**config.mk**
```make
export PLATFORM = sky130hd
export DESIGN_NAME = sd_blk_writer
export DESIGN_NICKNAME = d
export VERILOG_FILES = /design/src/rtl/sdw_pkg.sv /design/src/rtl/sdw_crc16.sv /design/src/rtl/sdw_rsp_decode.sv /design/src/rtl/sdw_poll_timer.sv /design/src/rtl/sd_blk_writer.sv
export SDC_FILE = /design/constraint.sdc
export NUM_CORES = 1
export LEC_CHECK = 0
export CAP_MARGIN = 25
export CORE_MARGIN = 2
export CORE_UTILIZATION = 59
export CTS_CLUSTER_SIZE = 12
export DETAILED_ROUTE_END_ITERATION = 16
export PLACE_DENSITY_LB_ADDON = 0.25
export RECOVER_POWER = 100
export SLEW_MARGIN = 10
export SYNTH_ARGS = -nofsm -noshare
export SYNTH_HDL_FRONTEND = slang
export SYNTH_HIERARCHICAL = 1
export SYNTH_SLANG_ARGS = --single-unit
```
**constraint.sdc**
```tcl
create_clock -name clk -period 4.95 [get_ports clk]
set_input_delay 0.99 -clock clk [delete_from_list [all_inputs] [get_ports clk]]
set_output_delay 0.99 -clock clk [all_outputs]
set_load 0.01 [all_outputs]
```
**src/rtl/sdw_pkg.sv**
```systemverilog
package sdw_pkg;

    typedef enum logic [3:0] {
        S_IDLE, S_TOKEN, S_DATA, S_CRC_HI, S_CRC_LO,
        S_RESP, S_BUSY, S_RECHECK, S_STOP, S_FINISH
    } sdw_state_t;

    typedef enum logic [2:0] {
        ST_OK       = 3'd0,
        ST_CRC_REJ  = 3'd1,
        ST_WR_REJ   = 3'd2,
        ST_BAD_RESP = 3'd3,
        ST_PROTO    = 3'd4,
        ST_TIMEOUT  = 3'd5
    } sdw_status_t;

    typedef enum logic [1:0] {
        RSP_ACCEPT, RSP_CRC, RSP_WRITE, RSP_OTHER
    } sdw_rsp_t;

    localparam logic [7:0] TOK_ONE   = 8'hFE;
    localparam logic [7:0] TOK_MULTI = 8'hFC;
    localparam logic [7:0] IDLE_BYTE = 8'hFF;
    localparam logic [7:0] BUSY_BYTE = 8'h00;

endpackage

```
**src/rtl/sdw_crc16.sv**
```systemverilog
module sdw_crc16 #(
    parameter logic [15:0] POLY = 16'h1021
) (
    input  logic        clk,
    input  logic        rst_n,
    input  logic        clear,
    input  logic        en,
    input  logic [7:0]  din,
    output logic [15:0] crc
);
    logic [15:0] crc_q;
    logic [15:0] crc_d;

    // Eight serial steps folded into one byte-wide update.
    always_comb begin
        crc_d = crc_q;
        for (int k = 7; k >= 0; k--) begin
            if (crc_d[15] ^ din[k]) crc_d = {crc_d[14:0], 1'b0} ^ POLY;
            else                    crc_d = {crc_d[14:0], 1'b0};
        end
    end

    always_ff @(posedge clk) begin
        if (!rst_n || clear) crc_q <= '0;
        else if (en)         crc_q <= crc_d;
    end

    assign crc = crc_q;
endmodule

```
**src/rtl/sdw_rsp_decode.sv**
```systemverilog
module sdw_rsp_decode
    import sdw_pkg::*;
(
    input  logic [7:0] rx,
    output sdw_rsp_t   kind
);
    always_comb begin
        unique case (rx[4:0])
            5'b00101: kind = RSP_ACCEPT;
            5'b01011: kind = RSP_CRC;
            5'b01101: kind = RSP_WRITE;
            default:  kind = RSP_OTHER;
        endcase
    end
endmodule

```
**src/rtl/sdw_poll_timer.sv**
```systemverilog
module sdw_poll_timer #(
    parameter int LIMIT = 64
) (
    input  logic clk,
    input  logic rst_n,
    input  logic clear,
    input  logic tick,
    output logic last
);
    localparam int W = $clog2(LIMIT + 1);
    logic [W-1:0] cnt_q;

    always_ff @(posedge clk) begin
        if (!rst_n || clear) cnt_q <= '0;
        else if (tick)       cnt_q <= cnt_q + 1'b1;
    end

    assign last = (cnt_q == W'(LIMIT - 1));
endmodule

```
**src/rtl/sd_blk_writer.sv**
```systemverilog
module sd_blk_writer
    import sdw_pkg::*;
#(
    parameter int BLK_BYTES  = 512,
    parameter int CNT_W      = 8,
    parameter int BUSY_POLLS = 64
) (
    input  logic             clk,
    input  logic             rst_n,
    input  logic             start,
    input  logic             multi,
    input  logic [CNT_W-1:0] nblk,
    output logic             busy,
    output logic             done,
    output logic [2:0]       status,
    input  logic             pl_valid,
    input  logic [7:0]       pl_data,
    output logic             pl_ready,
    output logic             byte_req,
    output logic [7:0]       byte_tx,
    input  logic             byte_gnt,
    input  logic [7:0]       byte_rx,
    output logic             stop_req,
    input  logic             stop_ack
);
    localparam int IDX_W = $clog2(BLK_BYTES);

    sdw_state_t       state_q, state_d;
    sdw_status_t      status_q, status_d;
    logic             multi_q, stopping_q;
    logic [CNT_W-1:0] left_q;
    logic [IDX_W-1:0] idx_q;
    logic [15:0]      crc;
    sdw_rsp_t         rsp_kind;
    logic             poll_last;
    logic             xfer, idx_last, blk_last;
    sdw_state_t       ready_next;

    assign xfer     = byte_req && byte_gnt;
    assign idx_last = (idx_q == IDX_W'(BLK_BYTES - 1));
    assign blk_last = (left_q == CNT_W'(1));

    sdw_crc16 u_crc (
        .clk   (clk),
        .rst_n (rst_n),
        .clear (state_q == S_TOKEN),
        .en    (state_q == S_DATA && xfer),
        .din   (byte_tx),
        .crc   (crc)
    );

    sdw_rsp_decode u_dec (
        .rx   (byte_rx),
        .kind (rsp_kind)
    );

    sdw_poll_timer #(.LIMIT(BUSY_POLLS)) u_poll (
        .clk   (clk),
        .rst_n (rst_n),
        .clear (state_q != S_BUSY),
        .tick  (state_q == S_BUSY && xfer && byte_rx == BUSY_BYTE),
        .last  (poll_last)
    );

    // Where to go once the card reports ready.
    always_comb begin
        if (stopping_q)                ready_next = S_FINISH;
        else if (multi_q && !blk_last) ready_next = S_TOKEN;
        else if (multi_q)              ready_next = S_STOP;
        else                           ready_next = S_FINISH;
    end

    // Next state and end-of-job status.
    always_comb begin
        state_d  = state_q;
        status_d = status_q;
        unique case (state_q)
            S_IDLE:   if (start) begin
                          state_d  = S_TOKEN;
                          status_d = ST_OK;
                      end
            S_TOKEN:  if (xfer) state_d = S_DATA;
            S_DATA:   if (xfer && idx_last) state_d = S_CRC_HI;
            S_CRC_HI: if (xfer) state_d = S_CRC_LO;
            S_CRC_LO: if (xfer) state_d = S_RESP;
            S_RESP:   if (xfer) begin
                          unique case (rsp_kind)
                              RSP_ACCEPT: state_d = S_BUSY;
                              RSP_CRC:    begin state_d = S_FINISH; status_d = ST_CRC_REJ;  end
                              RSP_WRITE:  begin state_d = S_FINISH; status_d = ST_WR_REJ;   end
                              RSP_OTHER:  begin state_d = S_FINISH; status_d = ST_BAD_RESP; end
                          endcase
                      end
            S_BUSY:   if (xfer) begin
                          if (byte_rx == IDLE_BYTE) state_d = ready_next;
                          else if (byte_rx == BUSY_BYTE) begin
                              if (poll_last) begin
                                  state_d  = S_FINISH;
                                  status_d = ST_TIMEOUT;
                              end
                          end else state_d = S_RECHECK;
                      end
            S_RECHECK: if (xfer) begin
                          if (byte_rx == IDLE_BYTE) state_d = ready_next;
                          else begin
                              state_d  = S_FINISH;
                              status_d = ST_PROTO;
                          end
                      end
            S_STOP:   if (stop_ack) state_d = S_BUSY;
            S_FINISH: state_d = S_IDLE;
        endcase
    end

    // State register.
    always_ff @(posedge clk) begin
        if (!rst_n) begin
            state_q  <= S_IDLE;
            status_q <= ST_OK;
        end else begin
            state_q  <= state_d;
            status_q <= status_d;
        end
    end

    // Job bookkeeping: mode, remaining blocks, byte index, stop phase.
    always_ff @(posedge clk) begin
        if (!rst_n) begin
            multi_q    <= 1'b0;
            stopping_q <= 1'b0;
            left_q     <= '0;
            idx_q      <= '0;
        end else begin
            if (state_q == S_IDLE && start) begin
                multi_q    <= multi;
                stopping_q <= 1'b0;
                left_q     <= (!multi || nblk == '0) ? CNT_W'(1) : nblk;
            end
            if (state_q == S_TOKEN && xfer)     idx_q <= '0;
            else if (state_q == S_DATA && xfer) idx_q <= idx_q + 1'b1;
            if ((state_q == S_BUSY || state_q == S_RECHECK) && state_d == S_TOKEN)
                left_q <= left_q - 1'b1;
            if (state_q == S_STOP && stop_ack) stopping_q <= 1'b1;
        end
    end

    // Outputs.
    always_comb begin
        byte_req = 1'b0;
        byte_tx  = IDLE_BYTE;
        unique case (state_q)
            S_TOKEN:  begin byte_req = 1'b1; byte_tx = multi_q ? TOK_MULTI : TOK_ONE; end
            S_DATA:   begin byte_req = pl_valid; byte_tx = pl_data; end
            S_CRC_HI: begin byte_req = 1'b1; byte_tx = crc[15:8]; end
            S_CRC_LO: begin byte_req = 1'b1; byte_tx = crc[7:0]; end
            S_RESP, S_BUSY, S_RECHECK: byte_req = 1'b1;
            default:  ;
        endcase
        pl_ready = (state_q == S_DATA) && pl_valid && byte_gnt;
        stop_req = (state_q == S_STOP);
        done     = (state_q == S_FINISH);
        busy     = (state_q != S_IDLE);
        status   = status_q;
    end
endmodule

```
==> results.cfg <==
[route]
vias_per_cell = 6.08
drt-pass1-iter-count = 5
route.detailed.drc = 0
ant_nets = 0
vias = 3011
dr_wl_met3_um = 464
drt-initial-drc-count = 305
met2_length_mm = 3.57
wl_per_cell_um = 15.6
wl_mm = 7.71
top_layer_used = met4
wl_met1_mm = 3.56

[finish]
area.growth.synth_to_final_pct = 16.6
instances_no_fill = 495
design_area_mm2 = 0.00384
n_fill_cell = 421
fin_util_pct = 70.6
drive_gt1_share_pct = 6.38
antennaDiodeCount = 0
fin_nets = 458

[yosys]
syn_area_per_cell_um2 = 8.46
yosysMostFrequentCell = dfxtp_1
synth-seq-cells = 49
synthCells = 389
ys.flop_type = dfxtp_1
synth_area_mm2 = 0.00329
ys_types = 59
ys_seq_area_share_pct = 29.8
synth_top_area_cell = dfxtp_1
synth_common_cells = 49 x dfxtp_1, 46 x nor2_1, 24 x a21oi_1, 24 x nand2_1, 18 x nand2b_1
yosys_warnings = 6
synth_top_area_share_pct = 29.8
synth.area.top_cells = dfxtp_1 30%, nor2_1 5.2%, xnor3_1 4.8%
ys_async_sr_fraction_pct = 0
synth_edf_count = 0
syn_nets = 425

[cts]
numCtsBuffers = 5
hold_buffers = 0
postCtsSetupBuffers = 0
clock_latency_ns = 0.30
cts_tree = built
cts.sinks = 49
cts_root_buffer = clkbuf_8
cts_buffer_depth = 2
htreeDepth = 2
cts-resized-gates = 0
path_clk_slew_ns = 0.09

[floorplan]
die_w_um = 78.7
die_area_mm2 = 0.00619
initial_core_util_pct = 60.5
core_area_mm2 = 0.00544
fp-row-count = 27
io_pins = 47
die_h_um = 78.7

[global_route]
grt_use_total_pct = 25.3
overflow = 0
antenna_found_initial = 0
grt_max_degree = 32
grt_pass1_wl_mm = 12.6
grt_pass1_vias = 2733

[sta]
max_freq_mhz = 258
setup_viol = 0
report.final.slew_viol_count = 0
clock_skew_ns = 0.00616
worst_pin_slew_ns = 1.42
fin_setup_tns_ns = 0
report.final.hold_viol_count = 0
timing.final.crit_share_pct = 78.4
rsz0062_at_grt = no
fin_crit_ns = 3.88
relSlewSlack_pct = 5.21

[pwr]
power_density_mw_per_mm2 = 218
p_leak_nw = 1.33
max-vdd-ir-drop_mv = 0.148

[setup_path]
startpoint = pl_valid
reg2reg_depth = 5
start_kind = input pin
crit_arrival_ns = 2.89
critPathCaptureType = output port
reg2reg_to = u_crc/crc[15]
crit_type = in2out
worstPathMaxFanout = 5
crit_required_ns = 3.96
r2r-start = state_q[1]
rrSetupSlack_ns = 1.51
cp-endpoint = pl_ready

[hold_path]
hold_path.class = reg2reg
min_from = stopping_q

[placement]
dp_hpwl_mm = 5.53
io_buffers = 46
dp_cells = 487
placed_area_mm2 = 0.00377
gp_routability_congestion = 0.913

[status]
run_status = finished, final reports clean

[run]
maxCapViolCount = 0
[logic make-up after synthesis]
logic type	after synthesis	share of synthesized area, %
and+or+nand+nor	162	26.8
buffers and inverters	31	3.76
xor gates and xnor gates	37	15.6
adders and majority gates	5	1.90
DFF	49	29.8
muxes	13	4.22
AOI/OAI and AO/OA	92	17.9
[layout make-up]
| class | instances | area (um^2) | share of cell area [%] |
|---|---|---|---|
| clock buffers | 7 | 76.3 | 1.99 |
| clock inverters | 1 | 7.51 | 0.196 |
| inverters | 9 | 33.8 | 0.880 |
| multi-input cells | 309 | 2180 | 56.7 |
| flip-flops and latches | 49 | 981 | 25.6 |
| well taps | 72 | 90.1 | 2.35 |
| repair buffers | 48 | 472 | 12.3 |
[sequential cells by signal (all words and copies together), names as in the netlist]
register	flops
idx_q	9
left_q	8
multi_q	1
state_q	4
status	3
stopping_q	1
u_crc/crc	16
u_poll/cnt_q	7
[power by group]
part | switching, mW | total, mW | internal, mW | leakage, nW
Combinational | 0.0968 | 0.188 | 0.0910 | 0.894
Sequential | 0.0112 | 0.414 | 0.403 | 0.397
Clock | 0.136 | 0.236 | 0.100 | 0.0385
Total | 0.244 | 0.838 | 0.594 | 1.33
[critical path, stage by stage]
cell	delay (ns)
dlygate4sd3_1	0.53
a211oi_1	0.60
nor3_1	0.14
dlygate4sd3_1	0.63
[per-layer routing]
layer / track usage [%] / vias up
li1: - / 1479
met1: 35.0 / 1403
met2: 40.2 / 114
met3: 3.68 / 15
met4: 8.95 / 0
met5: 0 / -
[stage by stage]
stage	hold WS [ns]	total power, mW	worst slack, ns
2_1_floorplan	0.431	0.546	2.36
3_3_place_gp	0.438	0.610	1.34
3_5_place_dp	0.469	0.613	1.31
4_1_cts	0.482	0.844	1.31
5_1_grt	0.517	0.873	0.931
6_report	0.486	0.838	1.07
[worst min path at each step]
stage / endpoint / depth (start not counted)
after floorplan: stopping_q / 2
after global placement: stopping_q / 2
after detailed placement: stopping_q / 2
after CTS: stopping_q / 2
after global routing: stopping_q / 2
final: stopping_q / 2
[cells in the final DEF, fill, tap and decap left out, types with 5 or more instances in the layout]
cell / Yosys / final
a211oi_1: 11 / 11
nor3_1: 6 / 6
o22ai_1: 13 / 13
xnor3_1: 7 / 7
xnor2_1: 14 / 14
inv_1: 9 / 9
nand3_1: 14 / 14
a21oi_1: 24 / 24
dfxtp_1: 49 / 49
and3_1: 7 / 7
clkdlybuf4s50_1: 0 / 26
nand2b_1: 18 / 18
nand2_1: 24 / 24
nor4_1: 5 / 6
o21ai_0: 17 / 19
clkbuf_8: 0 / 5
xor2_1: 9 / 9
mux2i_1: 6 / 6
ha_1: 5 / 5
dlygate4sd3_1: 0 / 20
a31oi_1: 6 / 6
nor2_1: 46 / 46
mux2_2: 7 / 7
nor2b_1: 7 / 7
Power figures use the tool's default switching activity.
